File: src/rtl/tec_pkg.sv
package tec_pkg;

    typedef enum logic {
        DET_CONT = 1'b0,
        DET_POLL = 1'b1
    } det_mode_e;

    typedef struct packed {
        logic prev;
        logic valid;
    } samp_st_t;

endpackage

File: src/rtl/tec_poll_timer.sv
module tec_poll_timer #(
    parameter int POLL_DIV = 4096,
    parameter int SETTLE   = 4
) (
    input  logic clk,
    input  logic rst_n,
    input  logic run,
    input  logic tick,
    output logic pullup_en,
    output logic sample_stb
);
    localparam int DW = (POLL_DIV > 1) ? $clog2(POLL_DIV) : 1;
    localparam logic [DW-1:0] LAST = DW'(POLL_DIV - 1);
    localparam logic [DW-1:0] OPEN = DW'(POLL_DIV - SETTLE);

    typedef struct packed {
        logic [DW-1:0] div;
    } tmr_t;

    tmr_t st_d, st_q;
    logic stb_d;

    always_comb begin
        st_d  = st_q;
        stb_d = 1'b0;
        if (!run) begin
            st_d.div = '0;
        end else if (tick) begin
            if (st_q.div == LAST) begin
                st_d.div = '0;
                stb_d    = 1'b1;
            end else begin
                st_d.div = st_q.div + 1'b1;
            end
        end
    end

    always_ff @(posedge clk or negedge rst_n) begin
        if (!rst_n) begin
            st_q <= '0;
        end else begin
            st_q <= st_d;
        end
    end

    assign pullup_en  = run && (st_q.div >= OPEN);
    assign sample_stb = stb_d;

endmodule

File: src/rtl/tec_edge_det.sv
module tec_edge_det
    import tec_pkg::*;
(
    input  logic clk,
    input  logic rst_n,
    input  logic restart,
    input  logic stb,
    input  logic bit_in,
    input  logic rise_sel,
    output logic hit
);
    samp_st_t st_d, st_q;
    logic     hit_d;

    always_comb begin
        st_d  = st_q;
        hit_d = 1'b0;
        if (stb && st_q.valid && !restart) begin
            if (rise_sel) begin
                hit_d = !st_q.prev && bit_in;
            end else begin
                hit_d = st_q.prev && !bit_in;
            end
        end
        if (restart) begin
            st_d.valid = 1'b0;
        end else if (stb) begin
            st_d.valid = 1'b1;
            st_d.prev  = bit_in;
        end
    end

    always_ff @(posedge clk or negedge rst_n) begin
        if (!rst_n) begin
            st_q <= '0;
        end else begin
            st_q <= st_d;
        end
    end

    assign hit = hit_d;

endmodule

File: src/rtl/tec_event_cnt.sv
module tec_event_cnt #(
    parameter int CNT_W = 16
) (
    input  logic             clk,
    input  logic             rst_n,
    input  logic             clr,
    input  logic             inc,
    output logic [CNT_W-1:0] value
);
    logic [CNT_W-1:0] cnt_d, cnt_q;

    always_comb begin
        cnt_d = cnt_q;
        if (clr) begin
            cnt_d = '0;
        end else if (inc) begin
            cnt_d = cnt_q + 1'b1;
        end
    end

    always_ff @(posedge clk or negedge rst_n) begin
        if (!rst_n) begin
            cnt_q <= '0;
        end else begin
            cnt_q <= cnt_d;
        end
    end

    assign value = cnt_q;

endmodule

File: src/rtl/tamper_event_counter.sv
module tamper_event_counter
    import tec_pkg::*;
#(
    parameter int POLL_DIV = 4096,
    parameter int SETTLE   = 4,
    parameter int CNT_W    = 16
) (
    input  logic             clk,
    input  logic             rst_n,
    input  logic             osc_tick,
    input  logic             osc_en,
    input  logic             pin_in,
    input  logic             poll_mode,
    input  logic             edge_rising,
    input  logic             retain_nv,
    input  logic             clr_cnt,
    output logic             pullup_en,
    output logic [CNT_W-1:0] count
);
    det_mode_e mode_d, mode_q;
    logic      restart;
    logic      poll_stb;
    logic      stb;
    logic      rise_sel;
    logic      hit;

    always_comb begin
        mode_d   = (poll_mode && !retain_nv) ? DET_POLL : DET_CONT;
        restart  = (mode_d != mode_q);
        stb      = (mode_d == DET_POLL) ? poll_stb : osc_tick;
        rise_sel = (mode_d == DET_POLL) || edge_rising;
    end

    always_ff @(posedge clk or negedge rst_n) begin
        if (!rst_n) begin
            mode_q <= DET_CONT;
        end else begin
            mode_q <= mode_d;
        end
    end

    tec_poll_timer #(
        .POLL_DIV(POLL_DIV),
        .SETTLE  (SETTLE)
    ) u_timer (
        .clk       (clk),
        .rst_n     (rst_n),
        .run       ((mode_d == DET_POLL) && osc_en),
        .tick      (osc_tick),
        .pullup_en (pullup_en),
        .sample_stb(poll_stb)
    );

    tec_edge_det u_edge (
        .clk     (clk),
        .rst_n   (rst_n),
        .restart (restart),
        .stb     (stb),
        .bit_in  (pin_in),
        .rise_sel(rise_sel),
        .hit     (hit)
    );

    tec_event_cnt #(
        .CNT_W(CNT_W)
    ) u_cnt (
        .clk  (clk),
        .rst_n(rst_n),
        .clr  (clr_cnt),
        .inc  (hit),
        .value(count)
    );

endmodule

File: config.mk
export PLATFORM = sky130hd
export DESIGN_NAME = tamper_event_counter
export DESIGN_NICKNAME = d
export VERILOG_FILES = /design/src/rtl/tec_pkg.sv /design/src/rtl/tec_poll_timer.sv /design/src/rtl/tec_edge_det.sv /design/src/rtl/tec_event_cnt.sv /design/src/rtl/tamper_event_counter.sv
export SDC_FILE = /design/constraint.sdc
export NUM_CORES = 1
export LEC_CHECK = 0
export CAP_MARGIN = 15
export CELL_PAD_IN_SITES_DETAIL_PLACEMENT = 0
export CELL_PAD_IN_SITES_GLOBAL_PLACEMENT = 1
export CORE_ASPECT_RATIO = 1.5
export CORE_MARGIN = 3
export CORE_UTILIZATION = 30
export CTS_CLUSTER_SIZE = 8
export DETAILED_ROUTE_END_ITERATION = 6
export DONT_BUFFER_PORTS = 1
export PLACE_DENSITY_LB_ADDON = 0.1
export SYNTH_ARGS = -nofsm -noshare
export SYNTH_HDL_FRONTEND = slang
export SYNTH_SLANG_ARGS = --single-unit
export TNS_END_PERCENT = 10
File: constraint.sdc
create_clock -name clk -period 3.9 [get_ports clk]
set_input_delay 0.585 -clock clk [delete_from_list [all_inputs] [get_ports clk]]
set_output_delay 0.585 -clock clk [all_outputs]
set_load 0.05 [all_outputs]
==> impl_metrics.toml <==
[detailed_routing]
ant_nets = 0
wl_mm = 4.22
drtIter0Drc = 51
vias = 1429
wire_per_inst_microns = 16.2
viasPerCell = 5.50
dr.pass1.iters = 4
drcViolationCount = 0

[timing]
setup_viol = 0
worst-slew-pin-transition_ps = 902
fin_crit_sh_pct = 72.8
drv_slew = 0
finClkSkew_ps = 7.17
min_period_ps = 2840
relSlewSlack_pct = 39.0
final_hold_viol_count = 0
rsz0062_at_grt = "no"
finalSetupTns_ps = 0
max_freq_ghz = 0.352
fin_ws_ps = 1060
fin_hold_ws_ps = 127

[synthesis]
netlist_top_cells_count = "dfrtp_1 (31), nand2_1 (18), nor2_1 (17)"
postSynthAreaPerCell_sq_um = 9.18
yosys.area.top_type = "dfrtp_1"
synth_edf_count = 0
synthesis.nets = 201
syn_area_sq_um = 1740
yosys_warnings = 0
synthTopCellsByArea = "dfrtp_1 (45%), o31ai_1 (4.8%), a21oi_1 (4.3%), or4_1 (4.3%), nand2_1 (3.9%)"
syn_inst = 189
ys_seq_area_share_pct = 44.7
synthArstFlopShare_pct = 100
synth.top_cell.area_share_pct = 44.7
ys.flop_type = "dfrtp_1"
ys_seq_elements = 31
yosysMostFrequentCell = "dfrtp_1"
synth_cell_types = 40

[flow_run]
maxCapViolCount = 0

[finish]
fill_cells = 587
antenna_cells = 0
fin_util_pct = 34.5
syn_to_final_growth_pct = 10.0
fin_nets = 201
drive_above_1_share_pct = 7.89

[clock_network]
cts_max_level = 2
cts-root-buf = "clkbuf_8"
cts_buffer_depth = 2
cts_buffers = 5
clock_latency_ps = 280
clk_pin_slew_worst_paths_ps = 70
postCtsSetupRepairBufs = 0
cts.sinks = 31
cts_tree = "done"

[placement]
gp_congestion = 0.733
port_buffers = 0
dp_slack_ps = 1210
dpl.hpwl_mm = 3.06

[grt]
grt_max_degree = 33
grt_first_pass_wirelength_mm = 7.10
grt_pass1_vias = 1486
overflow = 0
antenna_found_initial = 0
track_usage_pct = 13.7

[power]
ir_worst_vdd_mv = 0.128
leakagePower_nw = 0.717
power_density_nw_per_um2 = 341

[min_path]
hold_path.class = "input port to async pin"

[outcome]
status = "finished, final reports clean"

[floorplanning]
dieArea_sq_um = 6750
die_h_microns = 99.2
ios = 26
row_count = 33
die_w_microns = 68.1
start_util_pct = 31.4
core_sq_um = 5530

[worst_setup_path]
path_class = "flip-flop to output port"
worstReg2RegEnd = "u_cnt.value[9]$_DFFE_PN0P_"
cp_slowest_cell = "nor2_1"
crit_chain = "and4_1 > nand3_1 > nor2_1 > nand3_1 > nor2_1"
rrSetupSlack_ps = 1530
critPathRequiredTime_ps = 3310
worstSetupStartpointType = "flip-flop"
critPathCaptureType = "output port"
cp.arrival_ps = 2250
critical_path.max_fanout = 7
rr_startpoint = "u_timer.st_q[0]$_DFFE_PN0P_"
rr_worst_depth = 6
crit_path_max_incr_delay_ps = 690
power breakdown:
part,switching (mW),internal (mW),leakage [nW]
logic,0.0263,0.0125,0.238
clock network,0.120,0.161,0.0515
registers,0.00536,0.326,0.427
total,0.152,0.500,0.717
flip-flops by register name (all words and copies together) (netlist names):
name          cells
u_edge.st_q       2
u_timer.st_q     12
u_cnt.value      16
mode_q            1
placed cells by master, fill, tap and decap left out, types with 2 or more instances in the layout:
master    instances
and3_1            3
o21ai_0           9
o31ai_1          11
and4_1            2
or4_1            10
inv_1             5
a21oi_1          15
nand2_1          18
nand4_1           4
dfrtp_1          31
and2_1            2
nand3_1          10
mux2_2            3
nor3_1            3
ha_1              3
nor4_1            3
xnor2_1           4
xor2_1            4
nor2b_1           4
clkbuf_8          7
or3_1             3
nor2_1           17
per-stage QoR:
| step | cell area, sq um | std cells | power, mW |
|---|---|---|---|
| 2_1_floorplan | 1740 | 189 | 0.365 |
| 3_3_place_gp | 1780 | 250 | 0.365 |
| 3_5_place_dp | 1780 | 250 | 0.367 |
| 4_1_cts | 1900 | 259 | 0.661 |
| 5_1_grt | 1910 | 260 | 0.682 |
| 6_report | 1910 | 260 | 0.651 |
routing by layer:
metal	part of all wire, %	vias to the layer above	track usage (%)	wire (microns)
li1	-	694	-	-
met1	36	701	13.8	1530
met2	58	28	26.1	2440
met3	4.5	6	3.62	190
met4	1.4	0	4.13	60
met5	0	-	0	0
logic make-up after synthesis:
family	synth area share, %
buffers and inverters	3.46
xor gates and xnor gates	4.04
AOI/OAI and AO/OA	17.2
adders and majority gates	2.16
muxes	1.95
DFF	44.7
and+or+nand+nor	26.5
how the worst max path moves through the flow:
stage	from	endpoint	slack (ps)	depth (start not counted)
after detailed placement	poll_mode	u_cnt.value[5]$_DFFE_PN0P_	1210	5
after global placement	poll_mode	u_cnt.value[5]$_DFFE_PN0P_	1340	5
final	u_timer.st_q[2]$_DFFE_PN0P_	pullup_en	1060	5
after global routing	u_timer.st_q[2]$_DFFE_PN0P_	pullup_en	950	5
after floorplan	poll_mode	pullup_en	1590	4
after CTS	u_timer.st_q[2]$_DFFE_PN0P_	pullup_en	1050	5
timing repair:
action | in CTS | in global routing
hold endpoints to repair | 31 | 0
hold buffers | 1 | 0
resized for setup | 0 | 0
cell type report:
class,count,area [sq um],share of cell area (%)
multi-input cells,144,900,47.1
inverters,5,18.8,0.983
well taps,70,87.6,4.59
repair buffers,2,27.5,1.44
flip-flops and latches,31,776,40.6
clock buffers,8,100,5.24
critical path: cells and delay by family (launching register included):
kind | cells | cell delay (ps)
DFF | 1 | 420
and+or+nand+nor | 5 | 1550
No activity file was read; power rests on OpenSTA's default activity.
